===== config.mk =====
export PLATFORM = sky130hd
export DESIGN_NAME = flash_cmd_seq
export DESIGN_NICKNAME = d
export VERILOG_FILES = /design/src/rtl/flash_seq_pkg.sv /design/src/rtl/flash_seq_decode.sv /design/src/rtl/flash_byte_array.sv /design/src/rtl/flash_cmd_seq.sv
export SDC_FILE = /design/constraint.sdc
export NUM_CORES = 1
export LEC_CHECK = 0
export ABC_AREA = 1
export BUFFER_PORTS_ARGS = -buffer_cell sky130_fd_sc_hd__clkbuf_2
export CORE_MARGIN = 5
export CORE_UTILIZATION = 45
export DETAILED_ROUTE_END_ITERATION = 16
export PLACE_DENSITY_LB_ADDON = 0.05
export RECOVER_POWER = 50
export SYNTH_ARGS = -nofsm -noshare
export SYNTH_HDL_FRONTEND = slang
export SYNTH_SLANG_ARGS = --single-unit
export TNS_END_PERCENT = 30

===== constraint.sdc =====
create_clock -name clk -period 5.35 [get_ports clk]
set_clock_uncertainty 0.1 [all_clocks]
set_input_delay 0 -clock clk [delete_from_list [all_inputs] [get_ports clk]]
set_output_delay 0 -clock clk [all_outputs]
set_load 0.02 [all_outputs]

===== src/rtl/flash_seq_pkg.sv =====
package flash_seq_pkg;

  typedef enum logic [2:0] {
    CYC_IDLE  = 3'd0,
    CYC_UNLK1 = 3'd1,
    CYC_CMD   = 3'd2,
    CYC_ARG   = 3'd3,
    CYC_UNLK2 = 3'd4,
    CYC_ERSEL = 3'd5,
    CYC_BUSY  = 3'd6,
    CYC_QUERY = 3'd7
  } cyc_e;

  localparam logic [7:0] D_ABORT  = 8'hF0;
  localparam logic [7:0] D_KEY0   = 8'hAA;
  localparam logic [7:0] D_KEY1   = 8'h55;
  localparam logic [7:0] D_QUERY  = 8'h98;
  localparam logic [7:0] D_FAST   = 8'h20;
  localparam logic [7:0] D_ERASE  = 8'h80;
  localparam logic [7:0] D_IDENT  = 8'h90;
  localparam logic [7:0] D_PROG   = 8'hA0;
  localparam logic [7:0] D_CHIP   = 8'h10;
  localparam logic [7:0] D_SECT   = 8'h30;
  localparam logic [7:0] D_NONE   = 8'h00;
  localparam int         QUERY_OFF = 'h55;

  typedef struct packed {
    cyc_e       cyc;
    logic [7:0] cmd;
    logic       byp;
  } seq_t;

endpackage


===== src/rtl/flash_seq_decode.sv =====
module flash_seq_decode
  import flash_seq_pkg::*;
#(
  parameter int OFF_W   = 12,
  parameter int UNLOCK0 = 'h555,
  parameter int UNLOCK1 = 'h2AA
) (
  input  seq_t             cur,
  input  logic             wr_en,
  input  logic [OFF_W-1:0] off,
  input  logic [7:0]       din,
  input  logic             erase_done,
  output seq_t             nxt,
  output logic             do_prog,
  output logic             do_chip,
  output logic             do_sect
);

  logic hit_u0, hit_u1, hit_q;
  seq_t idle_s, fast_s, done_s, key0_s;

  assign hit_u0 = (off == OFF_W'(UNLOCK0));
  assign hit_u1 = (off == OFF_W'(UNLOCK1));
  assign hit_q  = (off == OFF_W'(QUERY_OFF)) && (din == D_QUERY);

  always_comb begin
    idle_s = '{cyc: CYC_IDLE, cmd: D_NONE, byp: 1'b0};
    fast_s = '{cyc: CYC_CMD,  cmd: D_NONE, byp: 1'b1};
    done_s = cur.byp ? fast_s : idle_s;
    // first-key check, shared by cycle 0 and the second unlock of an erase
    if (hit_q)
      key0_s = '{cyc: CYC_QUERY, cmd: D_QUERY, byp: cur.byp};
    else if (hit_u0 && din == D_KEY0)
      key0_s = '{cyc: cyc_e'(cur.cyc + 3'd1), cmd: cur.cmd, byp: cur.byp};
    else
      key0_s = idle_s;
  end

  always_comb begin
    nxt     = cur;
    do_prog = 1'b0;
    do_chip = 1'b0;
    do_sect = 1'b0;
    if (wr_en) begin
      if (cur.cmd != D_PROG && din == D_ABORT) begin
        nxt = idle_s;
      end else begin
        unique case (cur.cyc)
          CYC_IDLE:  nxt = key0_s;
          CYC_UNLK1: nxt = (hit_u1 && din == D_KEY1) ?
                           '{cyc: CYC_CMD, cmd: cur.cmd, byp: cur.byp} : idle_s;
          CYC_CMD: begin
            if (!cur.byp && !hit_u0) nxt = idle_s;
            else if (din == D_FAST) nxt = fast_s;
            else if (din == D_ERASE || din == D_IDENT || din == D_PROG)
              nxt = '{cyc: CYC_ARG, cmd: din, byp: cur.byp};
            else nxt = idle_s;
          end
          CYC_ARG: begin
            if (cur.cmd == D_ERASE) nxt = key0_s;
            else if (cur.cmd == D_PROG) begin
              do_prog = 1'b1;
              nxt     = done_s;
            end else if (cur.cmd == D_IDENT && hit_q && !(cur.byp && din == D_NONE))
              nxt = '{cyc: CYC_QUERY, cmd: D_QUERY, byp: cur.byp};
            else nxt = idle_s;
          end
          CYC_UNLK2: nxt = (cur.cmd == D_ERASE && hit_u1 && din == D_KEY1) ?
                           '{cyc: CYC_ERSEL, cmd: cur.cmd, byp: cur.byp} : idle_s;
          CYC_ERSEL: begin
            if (din == D_CHIP && hit_u0) begin
              do_chip = 1'b1;
              nxt     = '{cyc: CYC_BUSY, cmd: din, byp: cur.byp};
            end else if (din == D_SECT) begin
              do_sect = 1'b1;
              nxt     = '{cyc: CYC_BUSY, cmd: din, byp: cur.byp};
            end else nxt = idle_s;
          end
          CYC_BUSY:  nxt = erase_done ? done_s : cur;
          CYC_QUERY: nxt = idle_s;
          default:   nxt = idle_s;
        endcase
      end
    end else if (cur.cyc == CYC_BUSY && erase_done) begin
      nxt = done_s;
    end
  end

endmodule


===== src/rtl/flash_byte_array.sv =====
module flash_byte_array #(
  parameter int SECTOR_BYTES = 16,
  parameter int NUM_SECTORS  = 4,
  parameter int MAX_BYTES    = 4,
  localparam int NUM_BYTES   = SECTOR_BYTES * NUM_SECTORS,
  localparam int IDX_W       = $clog2(NUM_BYTES),
  localparam int SOFF_W      = $clog2(SECTOR_BYTES),
  localparam int LANE_W      = $clog2(MAX_BYTES),
  localparam int CNT_W       = $clog2(MAX_BYTES + 1)
) (
  input  logic                   clk,
  input  logic                   rst_n,
  input  logic                   prog,
  input  logic                   chip,
  input  logic                   sect,
  input  logic [IDX_W-1:0]       base,
  input  logic [8*MAX_BYTES-1:0] data,
  input  logic [CNT_W-1:0]       nbytes,
  input  logic                   big_endian,
  input  logic [IDX_W-1:0]       rd_idx,
  output logic [7:0]             rd_byte
);

  logic [8*NUM_BYTES-1:0] rd_flat;
  logic [LANE_W-1:0]      top_lane;

  assign top_lane = LANE_W'(nbytes - CNT_W'(1));

  for (genvar i = 0; i < NUM_BYTES; i++) begin : g_byte
    localparam logic [IDX_W-1:0] MY_IDX = IDX_W'(i);
    logic [IDX_W-1:0]  lane;
    logic [LANE_W-1:0] sel;
    logic [7:0]        pbyte, mem_d, mem_q;
    logic              hit, ers, en;

    assign lane  = MY_IDX - base;
    assign hit   = prog && (lane < IDX_W'(nbytes));
    assign sel   = big_endian ? (top_lane - lane[LANE_W-1:0]) : lane[LANE_W-1:0];
    assign pbyte = data[{sel, 3'b000} +: 8];
    assign ers   = chip || (sect && (MY_IDX[IDX_W-1:SOFF_W] == base[IDX_W-1:SOFF_W]));
    assign en    = ers || hit;

    always_comb begin
      if (ers) mem_d = 8'hFF;
      else     mem_d = mem_q & pbyte;
    end

    always_ff @(posedge clk or negedge rst_n) begin
      if (!rst_n)  mem_q <= 8'hFF;
      else if (en) mem_q <= mem_d;
    end

    assign rd_flat[8*i +: 8] = mem_q;
  end

  assign rd_byte = rd_flat[{rd_idx, 3'b000} +: 8];

endmodule


===== src/rtl/flash_cmd_seq.sv =====
module flash_cmd_seq
  import flash_seq_pkg::*;
#(
  parameter int ADDR_W       = 12,
  parameter int BUS_BYTES    = 1,
  parameter int SECTOR_BYTES = 16,
  parameter int NUM_SECTORS  = 4,
  parameter int MAX_BYTES    = 4,
  parameter int UNLOCK0      = 'h555,
  parameter int UNLOCK1      = 'h2AA,
  localparam int NUM_BYTES   = SECTOR_BYTES * NUM_SECTORS,
  localparam int IDX_W       = $clog2(NUM_BYTES),
  localparam int WSHIFT      = $clog2(BUS_BYTES),
  localparam int OFF_W       = ADDR_W - WSHIFT,
  localparam int CNT_W       = $clog2(MAX_BYTES + 1)
) (
  input  logic                   clk,
  input  logic                   rst_n,
  input  logic                   wr_en,
  input  logic [ADDR_W-1:0]      wr_addr,
  input  logic [8*MAX_BYTES-1:0] wr_data,
  input  logic [1:0]             wr_size,
  input  logic                   big_endian,
  input  logic                   read_only,
  input  logic                   erase_done,
  input  logic [IDX_W-1:0]       rd_addr,
  output logic [7:0]             rd_byte,
  output logic [7:0]             cmd_mode,
  output logic [2:0]             cycle,
  output logic                   bypass,
  output logic                   erase_start,
  output logic                   erase_chip
);

  seq_t             seq_q, seq_d;
  logic             do_prog, do_chip, do_sect;
  logic             start_q, chip_q;
  logic [CNT_W-1:0] nbytes;

  always_comb begin
    unique case (wr_size)
      2'd0:    nbytes = CNT_W'(1);
      2'd1:    nbytes = CNT_W'(2);
      default: nbytes = CNT_W'(MAX_BYTES);
    endcase
  end

  flash_seq_decode #(
    .OFF_W(OFF_W), .UNLOCK0(UNLOCK0), .UNLOCK1(UNLOCK1)
  ) u_dec (
    .cur(seq_q), .wr_en(wr_en), .off(wr_addr[ADDR_W-1:WSHIFT]),
    .din(wr_data[7:0]), .erase_done(erase_done),
    .nxt(seq_d), .do_prog(do_prog), .do_chip(do_chip), .do_sect(do_sect)
  );

  always_ff @(posedge clk or negedge rst_n) begin
    if (!rst_n) begin
      seq_q   <= '{cyc: CYC_IDLE, cmd: D_NONE, byp: 1'b0};
      start_q <= 1'b0;
      chip_q  <= 1'b0;
    end else begin
      seq_q   <= seq_d;
      start_q <= do_chip || do_sect;
      if (do_chip || do_sect) chip_q <= do_chip;
    end
  end

  flash_byte_array #(
    .SECTOR_BYTES(SECTOR_BYTES), .NUM_SECTORS(NUM_SECTORS), .MAX_BYTES(MAX_BYTES)
  ) u_arr (
    .clk(clk), .rst_n(rst_n),
    .prog(do_prog && !read_only), .chip(do_chip && !read_only),
    .sect(do_sect && !read_only), .base(wr_addr[IDX_W-1:0]),
    .data(wr_data), .nbytes(nbytes), .big_endian(big_endian),
    .rd_idx(rd_addr), .rd_byte(rd_byte)
  );

  assign cmd_mode    = seq_q.cmd;
  assign cycle       = seq_q.cyc;
  assign bypass      = seq_q.byp;
  assign erase_start = start_q;
  assign erase_chip  = chip_q;

endmodule


==> impl_metrics.ini, run 1 <==
[finish]
utilization_pct = 49.9
fillCellCount = 6417
drive_gt1_share_pct = 22.2
area_growth_pct = 10.3
nets = 3830

[job]
drv_cap = 3

[synth]
ys_warn_count = 0
yosys.area.top_type = dfstp_2
yosysSeqAreaShare_pct = 47.6
avgSynthCellArea_um2 = 7.72
synth-seq-cells = 526
synthTopCellsByCount = nand2_1 (1315), dfstp_2 (512), o21ai_0 (379)
async_flop_share_pct = 100
synth_ff_type = dfstp_2
synth.distinct_cells = 47
syn_nets = 3849
synth_cells = 3753
yosysMostFrequentCell = nand2_1
synth_top_area_share_pct = 46.4
synth_edf_count = 0
syn_area_um2 = 29000
synth_area_leaders = dfstp_2 (46%), nand2_1 (17%), o21ai_0 (6.5%)

[place]
dpl.hpwl_um = 72800
gp_congestion = 0.927
portBuffers = 79

[outcome]
violations = capacitance limit, slew limit
status = finished with violations

[pwr]
pwr-share-seq_pct = 39.7
p_leak_nw = 15.1
powerDensity_nw_per_um2 = 320
p_sw_mw = 3.29
combinationalPowerShare_pct = 18.5
clockPowerShare_pct = 41.8
p_int_mw = 6.93
switching_share_pct = 32.2
power_mw = 10.2
peakVddDrop_mv = 0.233

[grt]
grt_max_degree = 168
grt_pass1_vias = 26300
grt_remaining_overflow = 0
grt_pass1_wl_um = 172000
grtUsageTotal_pct = 32.1
antenna_found_initial = 1

[min_path]
hold-path-endpoint = u_arr.g_byte[26].mem_q[6]
worstHoldStart = wr_data[22]
whs_path_depth = 7
hold_path_class = input pin to flop

[floorplanning]
die_area_um2 = 69600
fp.coreArea_um2 = 64100
rows = 93
die_y_um = 264
die_w_um = 264
ios = 80
start_util_pct = 45.2

[route]
totalWireLength_um = 115000
drt_iter0_drc = 2892
firstDrtPassIters = 6
vias_per_cell = 5.81
vias = 27000
routedWlPerCell_um = 24.9
drc = 0
ant_nets = 0

[setup_path]
crit_type = input pin to asynchronous set/reset pin
crit_slowest_cell = clkbuf_2
reg2reg_slack_ns = 1.88
worst_path_largest_cell_delay_ns = 2.16
r2r-start = cycle[0]
worstPathRequired_ns = 6.01
rr_endpoint = u_arr.g_byte[40].mem_q[1]
cp.arrival_ns = 4.85
crit_fanout = 136
crit_path_start = rst_n
cp_cell_sequence = dlygate4sd3_1 > clkbuf_2 > clkbuf_4
critPathCaptureType = asynchronous set/reset pin
cp-start-kind = input pin
r2r_cells = 9

[cts]
clk_latency_ns = 0.64
cts_resized = 0
cts_tree = done
clockBufferDepth = 3
root_buffer = clkbuf_16
numCtsBuffers = 60
h-tree-depth = 2
cts_sinks = 526
clk_pin_slew_ns = 0.06

[sta]
finalCritPeriodShare_pct = 78.4
final_hold_viol_count = 0
fin_tns_setup_ns = 0
fmax_mhz = 239
rsz0062_at_grt = no
hold_ws_ns = 0.0151
finalMaxSlewViolations = 364
min_period_ns = 4.19
worstMarginPinSlew_ns = 3.19
setup_viol = 0
slew_headroom_pct = -113
[timing repair]
item	CTS	global route
hold buffers	22	0
endpoints found under the hold margin	151	0
buffers inserted	0	0
[cell families after synthesis]
group,after synthesis,share of synthesized area (%)
compound gates,807,15.7
xor+xnor,33,0.997
fa+ha+maj,38,1.64
buf+inv,429,7.16
flops,526,47.6
simple gates,1920,26.9
[power by group through the flow]
stage | clock [mW] | combinational (mW) | sequential (mW)
after floorplan | 0 | 0.924 | 4.13
after global routing | 4.48 | 2.01 | 4.06
final | 4.27 | 1.90 | 4.05
after global placement | 0 | 1.85 | 4.11
after detailed placement | 0 | 1.85 | 4.11
after CTS | 4.34 | 1.88 | 4.05
[registers in the layout, summed over array words and instances (netlist names)]
register,flops
erase_start,1
bypass,1
erase_chip,1
cycle,3
cmd_mode,8
u_arr.g_byte.mem_q,512
[area by class of cell]
class	count	area, um2	share of cell area [%]
antenna	1	2.50	0.00783
clock buffer	87	1750	5.49
clock inverter	23	263	0.822
inverter	199	758	2.37
multi-input combinational	2798	13300	41.6
sequential	526	13800	43.2
tap	855	1070	3.35
timing repair buffer	149	1030	3.23
[through the flow]
step	cells	worst slack [ns]	cell area [um2]
after detailed placement	4505	1.76	29800
after floorplan	3753	2.91	29000
final	4638	1.16	32000
after CTS	4637	1.45	32000
after global placement	4505	1.77	29800
after global routing	4637	0.566	32000
[routing by layer]
layer / track usage, % / routed length (um) / vias to the layer above
li1: - / - / 12200
met1: 44.7 / 49100 / 13300
met2: 51.0 / 52300 / 1150
met3: 5.36 / 8970 / 229
met4: 11.7 / 4930 / 2
met5: 0 / 13 / -
[critical path: cells and delay by family]
family,cells,cell delay (ns)
buffers and inverters,3,4.45
[placed cells by master (no fill, tap or decap), types with 8 or more instances in the layout]
master | netlist | layout
nand2_1 | 1315 | 1315
dfstp_2 | 512 | 512
o21ai_0 | 379 | 379
nor2_1 | 358 | 354
inv_1 | 182 | 179
nand3_1 | 162 | 162
o21ai_1 | 165 | 142
o22ai_1 | 88 | 88
clkbuf_2 | 1 | 62
clkbuf_16 | 0 | 61
o211ai_1 | 58 | 58
buf_4 | 7 | 43
a21oi_1 | 41 | 41
ha_1 | 38 | 38
o221ai_1 | 32 | 32
xor2_1 | 31 | 30
clkbuf_1 | 125 | 27
o21ai_2 | 10 | 23
nor2_2 | 18 | 22
dlygate4sd3_1 | 0 | 22
nand4_1 | 21 | 21
clkinv_2 | 0 | 20
dfrtp_1 | 14 | 14
inv_2 | 16 | 13
clkbuf_8 | 0 | 13
a211oi_1 | 10 | 10
o21ai_4 | 0 | 10
a31o_2 | 8 | 8
nor3_2 | 8 | 8
nor3_4 | 8 | 8
[worst max-delay path by stage]
stage / end / slack [ns] / cells after the start
after floorplan: u_arr.g_byte[2].mem_q[0] / 2.91 / 11
after global placement: u_arr.g_byte[53].mem_q[5] / 1.77 / 15
after detailed placement: u_arr.g_byte[51].mem_q[2] / 1.76 / 15
after CTS: bypass / 1.45 / 15
after global routing: u_arr.g_byte[23].mem_q[6] / 0.57 / 3
final: u_arr.g_byte[61].mem_q[6] / 1.16 / 3
(Power assumes the default switching activity.)
==> inputs of run 2 (changes only) <==
==> constraint.sdc (replaced) <==
create_clock -name clk -period 3.6 [get_ports clk]
set_clock_uncertainty 0.1 [all_clocks]
set_input_delay 0 -clock clk [delete_from_list [all_inputs] [get_ports clk]]
set_output_delay 0 -clock clk [all_outputs]
set_load 0.02 [all_outputs]
==> run 2 against run 1 <==
Against the previous run: the flow still finishes with violations (capacitance limit, slew limit); power rose by 51%; final cell count rose by 1.4%; flip-flop and latch count did not move; core utilization rose by 0.99 points; non-clock buffer count rose by 64; register-to-register slack got worse by 1.3 ns; clock power rose by 51%; count of clock-buffer cells in the layout rose by 1; sequential share of layout area fell by 0.84 points; largest cell class unchanged.
==> impl_metrics.ini, run 2 (same netlist as run 1, synthesis figures left out) <==
[outcome]
status = finished with violations
violations = capacitance limit, slew limit

[setup_path]
rr_endpoint = u_arr.g_byte[9].mem_q[2]
r2r-start = cycle[1]
worst_path_largest_cell_delay_ns = 0.61
r2r_cells = 10
reg2reg_slack_ns = 0.54
critPathCaptureType = flop
worstPathRequired_ns = 4.07
cp.arrival_ns = 3.87
cp-start-kind = input pin
critPathMostFrequentCell = dlygate4sd3_1
cp_cell_sequence = dlygate4sd3_1 > clkbuf_2 > inv_1 > buf_4 > nor2_1 > nand3_1 > dlygate4sd3_1 > nor3_1 > dlygate4sd3_1 > nand3_1 > o21ai_0 > nor2_1 > nand3_1 > nand2_1 > nand2_1 > dlygate4sd3_1
critPathBufInv = 7
crit_type = input pin to flop
critical_path.top_delay_family = buffers and inverters
crit_slowest_cell = dlygate4sd3_1
crit_fanout = 9

[finish]
drive_gt1_share_pct = 23.5
fillCellCount = 6275
nets = 3894
antenna_cells = 0
final_common_cell = nand2_1
largest_reg_flops = 512
top_register = u_arr.g_byte.mem_q
multi_input_area_um2 = 13200
area_growth_pct = 12.5
final_cell_mix = nand2_1 (1315), dfstp_2 (512), o21ai_0 (379), nor2_1 (358), inv_1 (179)
regArea_um2 = 13800

[grt]
antenna_found_initial = 4
grt_max_degree = 129
grtUsageTotal_pct = 32.6
grt_pass1_vias = 26200
grt_pass1_wl_um = 174000
grt_remaining_overflow = 0

[job]
drv_cap = 1

[sta]
finalCritPeriodShare_pct = 94.3
min_period_ns = 3.40
slew_headroom_pct = -100
setup_viol = 0
rsz0062_at_grt = no
fmax_mhz = 295
worstMarginPinSlew_ns = 3.00
finalMaxSlewViolations = 104
fin_tns_setup_ns = 0
final_hold_viol_count = 0

[route]
drt_iter0_drc = 3079
vias_per_cell = 5.78
firstDrtPassIters = 7
routedWlPerCell_um = 24.9
drc = 0
wl_met2_um = 53000
vias = 27200
wl_met1_um = 49900
maxUsedRoutingLayer = met5
ant_nets = 0
totalWireLength_um = 117000
dr_wl_met3_um = 9390

[place]
dpl.hpwl_um = 75700
gp_congestion = 0.935
portBuffers = 79

[cts]
h-tree-depth = 2
post-cts-setup-buffer-count = 0
cts_resized = 0
numCtsBuffers = 60
cts_tree = done
clk_pin_slew_ns = 0.05
root_buffer = clkbuf_16
clk_latency_ns = 0.64
clockBufferDepth = 3
cts_hold_buffers = 24
cts_sinks = 526

[floorplanning]
die_y_um = 264
fp.coreArea_um2 = 64100
start_util_pct = 45.2
rows = 93
ios = 80
die_w_um = 264
die_area_um2 = 69600

[min_path]
worstHoldStart = wr_data[2]
hold-path-endpoint = cycle[1]
whs_path_depth = 8
hold_path_class = input pin to flop

[pwr]
powerDensity_nw_per_um2 = 473
p_leak_nw = 15.5
peakVddDrop_mv = 0.451
power_mw = 15.4
[run 2: routing by layer]
layer,track usage (%),vias up
met2,51.3,1142
met5,0,-
met3,6.45,233
met1,45.1,13400
met4,12.1,6
li1,-,12400
[run 2: power breakdown]
group	switching (mW)	internal, mW	total [mW]
Combinational	2.26	0.688	2.95
Clock	2.67	3.77	6.44
Sequential	0.0439	5.99	6.03
[run 2: cell type report]
type                            instances  share of cell area (%)
Sequential cell                       526                    42.3
Multi-Input combinational cell       2798                    40.5
Clock buffer                           88                    5.45
Timing Repair Buffer                  213                    5.22
Tap cell                              855                    3.28
Inverter                              199                    2.32
Clock inverter                         24                   0.894
[run 2: worst max-delay path by stage]
stage                from                        end  slack [ns]  cells after the start
2_1_floorplan    cycle[1]   u_arr.g_byte[2].mem_q[0]        1.16                     11
3_3_place_gp   wr_addr[1]  u_arr.g_byte[24].mem_q[0]        0.36                     12
3_5_place_dp   wr_addr[1]  u_arr.g_byte[50].mem_q[3]        0.33                     13
4_1_cts        wr_addr[5]                     bypass        0.25                     16
5_1_grt        wr_addr[5]                     bypass      0.0004                     16
6_report       wr_addr[5]                     bypass        0.20                     16
[run 2: stage by stage]
stage	hold slack, ns	instance area [um2]	util [%]	setup WS [ns]	cells
global route	0.0948	32600	50.9	0.000390	4703
global placement	0.345	30400	47.4	0.365	4567
CTS	0.0171	32700	51.0	0.249	4703
floorplan	-0.396	29000	-	1.16	3753
finish	0.0412	32600	50.9	0.205	4703
detailed placement	0.350	30400	47.4	0.326	4567
[run 2: worst min-delay path, delay by kind of cell]
kind | cells | cell delay, ns
buffers and inverters | 1 | 0.17
AOI/OAI and AO/OA | 1 | 0.05
and+or+nand+nor | 6 | 0.51
